File: src/rtl/pin_irq_pkg.sv
// Package: shared types of the filtered pin-edge interrupt controller.
// Assumes a two-bit register address space.
package pin_irq_pkg;

    localparam int ADDR_W = 2;

    // Register selector decoded from the address.
    typedef enum logic [ADDR_W-1:0] {
        SEL_ENABLE = 2'd0,
        SEL_POLAR  = 2'd1,
        SEL_FLAG   = 2'd2,
        SEL_NONE   = 2'd3
    } reg_sel_e;

    // Filter phase: hunting passive samples, or counting active ones.
    typedef enum logic {
        PH_PASSIVE = 1'b0,
        PH_ACTIVE  = 1'b1
    } qual_phase_e;

endpackage

File: src/rtl/pin_sync.sv
// Module: multi-stage synchroniser for a vector of asynchronous pins.
// Assumes each bit is independent; there is no cross-bit coherence.
module pin_sync #(
    parameter int WIDTH  = 8,
    parameter int STAGES = 2
) (
    input  logic             clk,
    input  logic             rst_n,
    input  logic [WIDTH-1:0] din,
    output logic [WIDTH-1:0] dout
);

    logic [WIDTH-1:0] stage_q [STAGES];

    // Shift the raw levels through the flop chain.
    always_ff @(posedge clk) begin
        if (!rst_n) begin
            for (int k = 0; k < STAGES; k++) stage_q[k] <= '0;
        end else begin
            stage_q[0] <= din;
            for (int k = 1; k < STAGES; k++) stage_q[k] <= stage_q[k-1];
        end
    end

    assign dout = stage_q[STAGES-1];

endmodule

File: src/rtl/edge_qualifier.sv
// Module: per-pin glitch filter. It needs QUAL_LEN passive samples and then
// QUAL_LEN active samples before it emits a one-cycle detect pulse.
// Assumes the level is already synchronised. The passive count saturates
// at QUAL_LEN+1.
module edge_qualifier
    import pin_irq_pkg::*;
#(
    parameter int QUAL_LEN = 4
) (
    input  logic clk,
    input  logic rst_n,
    input  logic smp_en,
    input  logic level,
    input  logic active_high,
    input  logic restart,
    output logic detect,
    output logic busy
);

    localparam int CW = $clog2(QUAL_LEN + 2);
    localparam logic [CW-1:0] QL  = CW'(QUAL_LEN);
    localparam logic [CW-1:0] SAT = CW'(QUAL_LEN + 1);

    qual_phase_e   phase_q, phase_d;
    logic [CW-1:0] cnt_q, cnt_d;
    logic          lvl_act;

    assign lvl_act = (level == active_high);

    // Work out the next phase, the next count and the detect pulse.
    always_comb begin
        phase_d = phase_q;
        cnt_d   = cnt_q;
        detect  = 1'b0;
        if (restart) begin
            phase_d = PH_PASSIVE;
            cnt_d   = '0;
        end else if (smp_en) begin
            if (phase_q == PH_PASSIVE) begin
                if (!lvl_act) begin
                    cnt_d = (cnt_q == SAT) ? SAT : cnt_q + 1'b1;
                end else if (cnt_q >= QL) begin
                    if (QUAL_LEN == 1) begin
                        detect = 1'b1;
                        cnt_d  = '0;
                    end else begin
                        phase_d = PH_ACTIVE;
                        cnt_d   = {{(CW-1){1'b0}}, 1'b1};
                    end
                end else begin
                    cnt_d = '0;
                end
            end else begin
                if (lvl_act) begin
                    if (cnt_q == QL - 1'b1) begin
                        detect  = 1'b1;
                        phase_d = PH_PASSIVE;
                        cnt_d   = '0;
                    end else begin
                        cnt_d = cnt_q + 1'b1;
                    end
                end else begin
                    phase_d = PH_PASSIVE;
                    cnt_d   = {{(CW-1){1'b0}}, 1'b1};
                end
            end
        end
    end

    // Hold the filter state.
    always_ff @(posedge clk) begin
        if (!rst_n) begin
            phase_q <= PH_PASSIVE;
            cnt_q   <= '0;
        end else begin
            phase_q <= phase_d;
            cnt_q   <= cnt_d;
        end
    end

    assign busy = (cnt_q <= QL);

endmodule

File: src/rtl/pin_irq_regs.sv
// Module: enable, polarity and sticky flag registers, plus read mux.
// Assumes single-cycle writes; detection beats a clear of the same bit.
module pin_irq_regs
    import pin_irq_pkg::*;
#(
    parameter int NUM_PINS = 8
) (
    input  logic                clk,
    input  logic                rst_n,
    input  logic                we,
    input  logic [ADDR_W-1:0]   addr,
    input  logic [NUM_PINS-1:0] wdata,
    input  logic [NUM_PINS-1:0] detect,
    output logic [NUM_PINS-1:0] rdata,
    output logic [NUM_PINS-1:0] en_o,
    output logic [NUM_PINS-1:0] pol_o,
    output logic [NUM_PINS-1:0] flags_o,
    output logic [NUM_PINS-1:0] pol_restart
);

    reg_sel_e            sel;
    logic [NUM_PINS-1:0] clr;

    assign sel         = reg_sel_e'(addr);
    assign clr         = (we && sel == SEL_FLAG) ? wdata : '0;
    assign pol_restart = (we && sel == SEL_POLAR) ? (wdata ^ pol_o) : '0;

    // Update the configuration and the sticky flags.
    always_ff @(posedge clk) begin
        if (!rst_n) begin
            en_o    <= '0;
            pol_o   <= '0;
            flags_o <= '0;
        end else begin
            if (we && sel == SEL_ENABLE) en_o  <= wdata;
            if (we && sel == SEL_POLAR)  pol_o <= wdata;
            flags_o <= (flags_o & ~clr) | detect;
        end
    end

    // Select the read data.
    always_comb begin
        case (sel)
            SEL_ENABLE: rdata = en_o;
            SEL_POLAR:  rdata = pol_o;
            SEL_FLAG:   rdata = flags_o;
            default:    rdata = '0;
        endcase
    end

endmodule

File: src/rtl/pin_irq_ctrl.sv
// Module: top of the filtered pin-edge interrupt controller.
// Assumes pin_i is asynchronous and sample_en is a clk-synchronous strobe.
module pin_irq_ctrl
    import pin_irq_pkg::*;
#(
    parameter int NUM_PINS    = 8,
    parameter int SYNC_STAGES = 2,
    parameter int QUAL_LEN    = 4
) (
    input  logic                clk,
    input  logic                rst_n,
    input  logic [NUM_PINS-1:0] pin_i,
    input  logic                sample_en,
    input  logic                reg_we,
    input  logic [ADDR_W-1:0]   reg_addr,
    input  logic [NUM_PINS-1:0] reg_wdata,
    output logic [NUM_PINS-1:0] reg_rdata,
    output logic                irq_o,
    output logic                wake_o,
    output logic [NUM_PINS-1:0] clk_req_o,
    output logic                clk_req_any_o
);

    logic [NUM_PINS-1:0] sync_lvl;
    logic [NUM_PINS-1:0] detect_w;
    logic [NUM_PINS-1:0] busy_w;
    logic [NUM_PINS-1:0] pol_restart_w;
    logic [NUM_PINS-1:0] en_w;
    logic [NUM_PINS-1:0] pol_w;
    logic [NUM_PINS-1:0] flags_w;

    pin_sync #(.WIDTH(NUM_PINS), .STAGES(SYNC_STAGES)) u_sync (
        .clk   (clk),
        .rst_n (rst_n),
        .din   (pin_i),
        .dout  (sync_lvl)
    );

    for (genvar g = 0; g < NUM_PINS; g++) begin : g_pin
        edge_qualifier #(.QUAL_LEN(QUAL_LEN)) u_qual (
            .clk         (clk),
            .rst_n       (rst_n),
            .smp_en      (sample_en),
            .level       (sync_lvl[g]),
            .active_high (pol_w[g]),
            .restart     (pol_restart_w[g]),
            .detect      (detect_w[g]),
            .busy        (busy_w[g])
        );
    end

    pin_irq_regs #(.NUM_PINS(NUM_PINS)) u_regs (
        .clk         (clk),
        .rst_n       (rst_n),
        .we          (reg_we),
        .addr        (reg_addr),
        .wdata       (reg_wdata),
        .detect      (detect_w),
        .rdata       (reg_rdata),
        .en_o        (en_w),
        .pol_o       (pol_w),
        .flags_o     (flags_w),
        .pol_restart (pol_restart_w)
    );

    assign irq_o         = |(flags_w & en_w);
    assign wake_o        = |(flags_w & en_w);
    assign clk_req_o     = busy_w & ~flags_w;
    assign clk_req_any_o = |clk_req_o;

endmodule

File: config.mk
export PLATFORM = sky130hd
export DESIGN_NAME = pin_irq_ctrl
export DESIGN_NICKNAME = d
export VERILOG_FILES = /design/src/rtl/pin_irq_pkg.sv /design/src/rtl/pin_sync.sv /design/src/rtl/edge_qualifier.sv /design/src/rtl/pin_irq_regs.sv /design/src/rtl/pin_irq_ctrl.sv
export SDC_FILE = /design/constraint.sdc
export NUM_CORES = 1
export LEC_CHECK = 0
export BUFFER_PORTS_ARGS = -buffer_cell sky130_fd_sc_hd__buf_2
export CAP_MARGIN = 15
export CORE_MARGIN = 4
export CORE_UTILIZATION = 60
export CTS_BUF_LIST = sky130_fd_sc_hd__clkbuf_16
export DETAILED_ROUTE_END_ITERATION = 8
export MAX_ROUTING_LAYER = met4
export PLACE_DENSITY = 0.8
export REMOVE_ABC_BUFFERS = 1
export SLEW_MARGIN = 0
export SYNTH_ARGS = -nofsm -noshare
export SYNTH_HDL_FRONTEND = slang
export SYNTH_SLANG_ARGS = --single-unit
File: constraint.sdc
create_clock -name clk -period 2.01 [get_ports clk]
set_clock_uncertainty 0.15 [all_clocks]
set_input_delay 0.1005 -clock clk [delete_from_list [all_inputs] [get_ports clk]]
set_output_delay 0.1005 -clock clk [all_outputs]
set_load 0.01 [all_outputs]
; ---- Word level (Yosys, flattened, before mapping)
; Memories as Yosys holds them, arrays and structs flattened.
; Index checks and enable logic that the tools add are counted.
[word_totals]
ff_bits = 56
latch_bits = 0
ram_bits = 16
rom_bits = 0
in_bits = 22
output_inout_bits = 19
wordCells = 229
memories = 1
[memory_table]
columns = name, depth, width, read_ports, rd_clocked_by_memory_dff, wr, line
row1 = u_sync.stage_q, 2, 8, 2, 0, 2, pin_sync.sv:13  ; logic [WIDTH-1:0] stage_q [STAGES];
[classes]
add_sub_neg = 8
mul = 0
div = 0
order_cmp = 16
n_eq_ne = 26
shifts = 0
muxes = 135
bitwise = 10
n_reduce_logical = 14
[ops]
columns = cell, count
row1 = 2-to-1 mux 3 bit, 40
row2 = 2-to-1 mux 1 bit, 90
row3 = 2-to-1 mux 8 bit, 4
row4 = "adder 3 x 1 -> 3 bit, second input constant", 8
row5 = AND 8 bit, 3
row6 = "== test 3 x 2 -> 1 bit, second input constant", 8
row7 = "== test 3 bit, second input constant", 8
row8 = "greater-or-equal comparator 3 bit, second input constant", 8
row9 = "<= comparator 3 bit, second input constant", 8
row10 = case mux 8 bit (3 select lines), 1
row11 = inverter 8 bit, 2
row12 = OR reduction 2 bit, 8
row13 = OR reduction 8 bit, 2
row14 = == test 1 bit, 8
row15 = bitwise OR 8 bit, 1
row16 = bitwise XOR 8 bit, 1
row17 = logical AND 1 bit, 3
row18 = "== test 2 x 1 -> 1 bit, second input constant", 1
row19 = "== test 2 bit, second input constant", 1
row20 = logical NOT 2 bit, 1
row21 = bitwise OR 1 bit, 2
row22 = inverter 1 bit, 1

; ---- Logic depth before layout (Yosys ltp)
[logic_depth]
ltp_word = 7
ltp_mapped = 6
ltp_nobuf = 6

; ---- Cells and area by module
; From an unflattened synthesis, not the netlist that was laid out.
[hier_totals]
cells_unflattened = 524
hier_area_um2 = 4690.7
[modules_own_cells]
columns = mod, n_inst, cells_per_inst, area_per_inst_um2, seq_area_each_um2
row1 = edge_qualifier (g_pin[4].u_qual ...), 4, 43, 360.3, 80.1
row2 = pin_irq_regs, 1, 134, 1212.4, 480.5
row3 = edge_qualifier (g_pin[0].u_qual ...), 3, 39, 354.1, 80.1
row4 = pin_sync, 1, 41, 506.7, 320.3
row5 = edge_qualifier (g_pin[3].u_qual), 1, 43, 357.8, 80.1
row6 = pin_irq_ctrl, 1, 17, 110.1, 0.0

; ---- Worst setup path after synthesis
; No wires, ideal clock.
[synth_timing]
kind = register to register
start = register g_pin[4].u_qual.cnt_q[0]
end = register g_pin[4].u_qual.cnt_q[2]
setup_ns = 0.079
t_arrival_ns = 1.254
t_required_ns = 1.781
slack_ns = 0.527
path_stages_with_launch = 6
path_buffers = 0
period_less_slack_ns = 1.483
cell_sequence = dfxtp_1 > ha_1 > ha_1 > a211oi_2 > a31oi_1 > a211oi_2
[synth_via]
elab_chain_cells = 4
word_cells_on_any_way = 8
cone_classes = add/sub (1) / eq/ne (2) / mux (5)
[synth_rtl]
columns = item, line
row1 = from (decl), edge_qualifier.sv:25  ; logic [CW-1:0] cnt_q, cnt_d;
row2 = from (signal assigned), edge_qualifier.sv:77  ; cnt_q <= cnt_d;
row3 = adder 3 x 1 -> 3 bit (tied with other cells), "edge_qualifier.sv:41, edge_qualifier.sv:60"
row4 = "2-to-1 mux 3 bit, on equally long branches", "edge_qualifier.sv:41, edge_qualifier.sv:55"
row5 = "2-to-1 mux 3 bit, on equally long branches", "edge_qualifier.sv:40, edge_qualifier.sv:54"
row6 = 2-to-1 mux 3 bit *, edge_qualifier.sv:39  ; if (phase_q == PH_PASSIVE) begin
; Every way passes the cells marked *; elsewhere a longest branch is shown, timed or not.
; A chain may end at the register's enable or synchronous reset.

; ---- Worst setup path after layout
[layout_timing]
start = register g_pin[1].u_qual.cnt_q[0]
end = output port clk_req_any_o
[layout_via]
elab_chain_cells = 3
[layout_rtl]
columns = item, line
row1 = from (decl), edge_qualifier.sv:25
row2 = from (signal assigned), edge_qualifier.sv:77
row3 = <= comparator 3 bit, edge_qualifier.sv:81  ; assign busy = (cnt_q <= QL);
row4 = AND 8 bit, pin_irq_ctrl.sv:68  ; assign clk_req_o = busy_w & ~flags_w;
row5 = OR reduction 8 bit, pin_irq_ctrl.sv:69  ; assign clk_req_any_o = |clk_req_o;
row6 = to (decl), pin_irq_ctrl.sv:21  ; output logic clk_req_any_o
; Every way passes these cells.

==> implementation parameters <==
Parameter                              Value

Placement
  Post-detail-place hpwl ... 7170 um
  RD Place Congestion ... 0.888
  Port-buffer cells ... 40

Floorplan
  Number of core rows ... 31
  Die height ... 94.3 um
  Placeable core region ... 0.00725 mm^2
  Width of the die ... 94.3 um
  Starting Density ... 61.6%
  Die area ... 0.00889 mm^2
  Io pins ... 41

Timing
  Worst max-slew margin expressed relative to the limit ... 57.4%
  Total Neg Setup Slack ... 0 ns
  Worst-Margin Slew ... 0.638 ns
  Setup repair after global routing missed its margin ... no
  Total count of hold-check failures in the final report ... 0
  Period minus WS final ... 1.88 ns
  Crit share post-route ... 93.7%
  Setup violators final ... 0
  Max-slew violation count ... 0
  Achievable clock frequency ... 0.531 GHz

Clocking
  Later-pin clock latency in the skew report ... 0.33 ns
  Clock transition at path regs ... 0.05 ns
  Root buffer selected by CTS ... sky130_fd_sc_hd__clkbuf_16
  CTS tree ... done
  Num Clock Sinks ... 72
  CTS H-Tree Depth ... 3
  Maximum clock path buffer count ... 2
  Number of buffers created by CTS ... 9

Hold path
  HP Start ... rst_n
  Hold crit path type ... input port to flop

Yosys
  Yosys Warn Count ... 0
  Share of synthesized area occupied by flip-flops and latches ... 32.3%
  Predominant post-synthesis flop cell ... sky130_fd_sc_hd__dfxtp_1
  Syn_area_per_cell ... 8.86 um^2
  Number of distinct library cells after synthesis ... 51
  Cell area after technology mapping ... 0.00447 mm^2
  Instance count of the mapped netlist ... 504
  Post-synth EDFFs ... 0
  Synthesized flop and latch total ... 72
  Post-synthesis async set-or-reset flop share ... 0%

Flow run
  Reported max-cap violation count ... 0

Route
  Total DRC errors in the routed layout ... 0
  Remaining number of nets flagged by the antenna check after routing ... 0
  Avg WL per Cell ... 15.3 um
  1st-iter DRT viols ... 165
  Total Routed Length ... 10100 um
  TritonRoute pass-1 iters ... 5
  Via-to-Cell Ratio ... 5.70
  Number of vias after detailed routing ... 3745

Critical path
  Critical path startpoint ... g_pin[1].u_qual.cnt_q[0]
  Setup crit start kind ... flop
  Critical Setup Path Class ... flop to output port
  RR Startpoint ... g_pin[0].u_qual.cnt_q[2]
  Largest driver fanout on the critical path ... 5
  CP arrival ... 1.63 ns
  Capturing element type of the critical path ... output port
  Required @ worst endpoint ... 1.76 ns

Power
  Total leakage power ... 2.04 nW
  Overall power after layout ... 0.00342 W
  Areal power density over the cells ... 654 mW/mm^2
  Largest voltage drop on the vdd net ... 0.000438 V

Layout
  Area delta synth->final ... 17.0%
  Inserted Diodes ... 0
  Number of nets in the layout ... 623
  Fraction of final layout cells with drive strength greater than 1 ... 21.5%

Global route
  GRT Total Usage ... 24.2%
  Largest net degree at the start of global routing ... 28
  Initial antenna violation count ... 0
  Total gr overflow ... 0
  Global-route wire length before repair ... 16400 um
  Number of global-route vias before repair ... 3576

Run status
  Result of the run ... finished, final reports clean
==> metrics by stage <==
stage,cells,utilization (%),setup WS [ns],cell area [um^2],hold slack (ns)
after global placement,624,65.1,0.400,4720,0.155
after CTS,655,70.8,0.0284,5140,0.0810
after global routing,657,72.1,0.0114,5230,0.108
after floorplan,475,-,0.409,4320,0.0417
after detailed placement,624,65.1,0.347,4720,0.160
final,657,72.1,0.126,5230,0.0798
==> critical path: stages, from the launching register on <==
cell                      delay (ns)
sky130_fd_sc_hd__dfxtp_2        0.34
sky130_fd_sc_hd__inv_2          0.06
sky130_fd_sc_hd__ha_1           0.19
sky130_fd_sc_hd__inv_1          0.09
sky130_fd_sc_hd__a21oi_4        0.09
sky130_fd_sc_hd__nor4_4         0.27
sky130_fd_sc_hd__nand2_1        0.10
sky130_fd_sc_hd__buf_2          0.15
==> synthesized netlist by cell type (7+ instances only) <==
library cell / instances / share of area [%]
sky130_fd_sc_hd__and2_1: 16 / 2.2
sky130_fd_sc_hd__nand3_1: 16 / 1.8
sky130_fd_sc_hd__a211oi_2: 14 / 3.9
sky130_fd_sc_hd__ha_1: 46 / 13
sky130_fd_sc_hd__a21oi_1: 16 / 1.8
sky130_fd_sc_hd__dfxtp_1: 72 / 32
sky130_fd_sc_hd__mux2i_1: 22 / 4.9
sky130_fd_sc_hd__a211oi_1: 7 / 1.2
sky130_fd_sc_hd__nor2b_1: 14 / 2.0
sky130_fd_sc_hd__o21ai_0: 27 / 3.0
sky130_fd_sc_hd__nor2_1: 28 / 2.4
sky130_fd_sc_hd__a21boi_0: 8 / 1.3
sky130_fd_sc_hd__nand4_1: 9 / 1.3
sky130_fd_sc_hd__a31oi_1: 10 / 1.4
sky130_fd_sc_hd__inv_1: 43 / 3.6
sky130_fd_sc_hd__clkbuf_1: 16 / 1.3
sky130_fd_sc_hd__nand2_1: 51 / 4.3
sky130_fd_sc_hd__xnor2_1: 8 / 1.6
==> final timing paths <==
path / endpoint / slack (ns) / cells past startpoint
setup / recovery: clk_req_any_o / 0.13 / 7
hold / removal: u_regs.pol_o[5] / 0.08 / 2
setup reg to reg: g_pin[0].u_qual.cnt_q[2] / 0.36 / 5
hold reg to reg: u_sync.stage_q[0][13] / 0.28 / 1
==> area by class of cell <==
type	count	area (um^2)
clock buffers	9	225
clock inverters	5	20.0
fillers	574	2030
inverters	43	161
multi-input cells	360	2770
flip-flops and latches	72	1470
well taps	99	124
repair buffers	69	460
==> logic make-up after synthesis <==
kind of cell	Yosys count	share of synthesized area, %
AOI/OAI and AO/OA	118	19.4
DFF	72	32.3
xor gates and xnor gates	19	5.58
muxes	24	5.60
adders and majority gates	46	12.9
and+or+nand+nor	153	17.4
buffers and inverters	72	6.84
==> sequential cells by signal, indices dropped and copies added, names as in the netlist <==
register,count
u_sync.stage_q,16
g_pin.u_qual.cnt_q,24
u_regs.en_o,8
g_pin.u_qual.phase_q,8
u_regs.pol_o,8
u_regs.flags_o,8
==> per-layer routing <==
metal	share of wire [%]	track usage (%)	vias to the layer above	wire (um)
met5	0	-	-	0
met4	2.9	12.9	0	288
met2	50	39.7	105	4990
li1	-	-	1849	-
met3	5.3	5.05	27	530
met1	42	27.6	1764	4250
==> what timing repair did <==
item / CTS / global route
hold buffers: 17 / 0
pin swaps: 1 / 3
endpoints found under the hold margin: 33 / 0
setup endpoints to repair: 1 / 1
setup buffers: 0 / 2
resized for setup: 1 / 32
==> placed cells by master, fill, tap and decap left out, types with 3 or more instances in the layout <==
cell type and n:
sky130_fd_sc_hd__nor2b_1 14, sky130_fd_sc_hd__a211oi_1 7, sky130_fd_sc_hd__and2_1 16, sky130_fd_sc_hd__buf_2 40
sky130_fd_sc_hd__a31oi_1 10, sky130_fd_sc_hd__a21oi_2 4, sky130_fd_sc_hd__a21boi_0 8, sky130_fd_sc_hd__o311a_1 6
sky130_fd_sc_hd__clkbuf_16 9, sky130_fd_sc_hd__nand3_1 16, sky130_fd_sc_hd__a22oi_1 4, sky130_fd_sc_hd__a21oi_1 11
sky130_fd_sc_hd__inv_2 6, sky130_fd_sc_hd__inv_1 40, sky130_fd_sc_hd__buf_4 12, sky130_fd_sc_hd__a211oi_2 14
sky130_fd_sc_hd__nand4_1 9, sky130_fd_sc_hd__dfxtp_2 10, sky130_fd_sc_hd__a32oi_1 5, sky130_fd_sc_hd__nand2_1 51
sky130_fd_sc_hd__xnor2_2 6, sky130_fd_sc_hd__xnor2_1 8, sky130_fd_sc_hd__nor3_1 3, sky130_fd_sc_hd__mux2i_1 22
sky130_fd_sc_hd__dlygate4sd3_1 17, sky130_fd_sc_hd__xor2_1 3, sky130_fd_sc_hd__dfxtp_1 58, sky130_fd_sc_hd__ha_1 46
sky130_fd_sc_hd__nor2_1 28, sky130_fd_sc_hd__o21ai_0 27, sky130_fd_sc_hd__dfxtp_4 4, sky130_fd_sc_hd__o21ai_1 6
==> power by group <==
| group | total, W | switching (W) | internal (W) | leakage [nW] |
|---|---|---|---|---|
| logic | 0.000505 | 0.000274 | 0.000230 | 1.31 |
| clock network | 0.00135 | 0.000546 | 0.000799 | 0.132 |
| registers | 0.00157 | 0.0000773 | 0.00149 | 0.596 |
(Power assumes the default switching activity.)
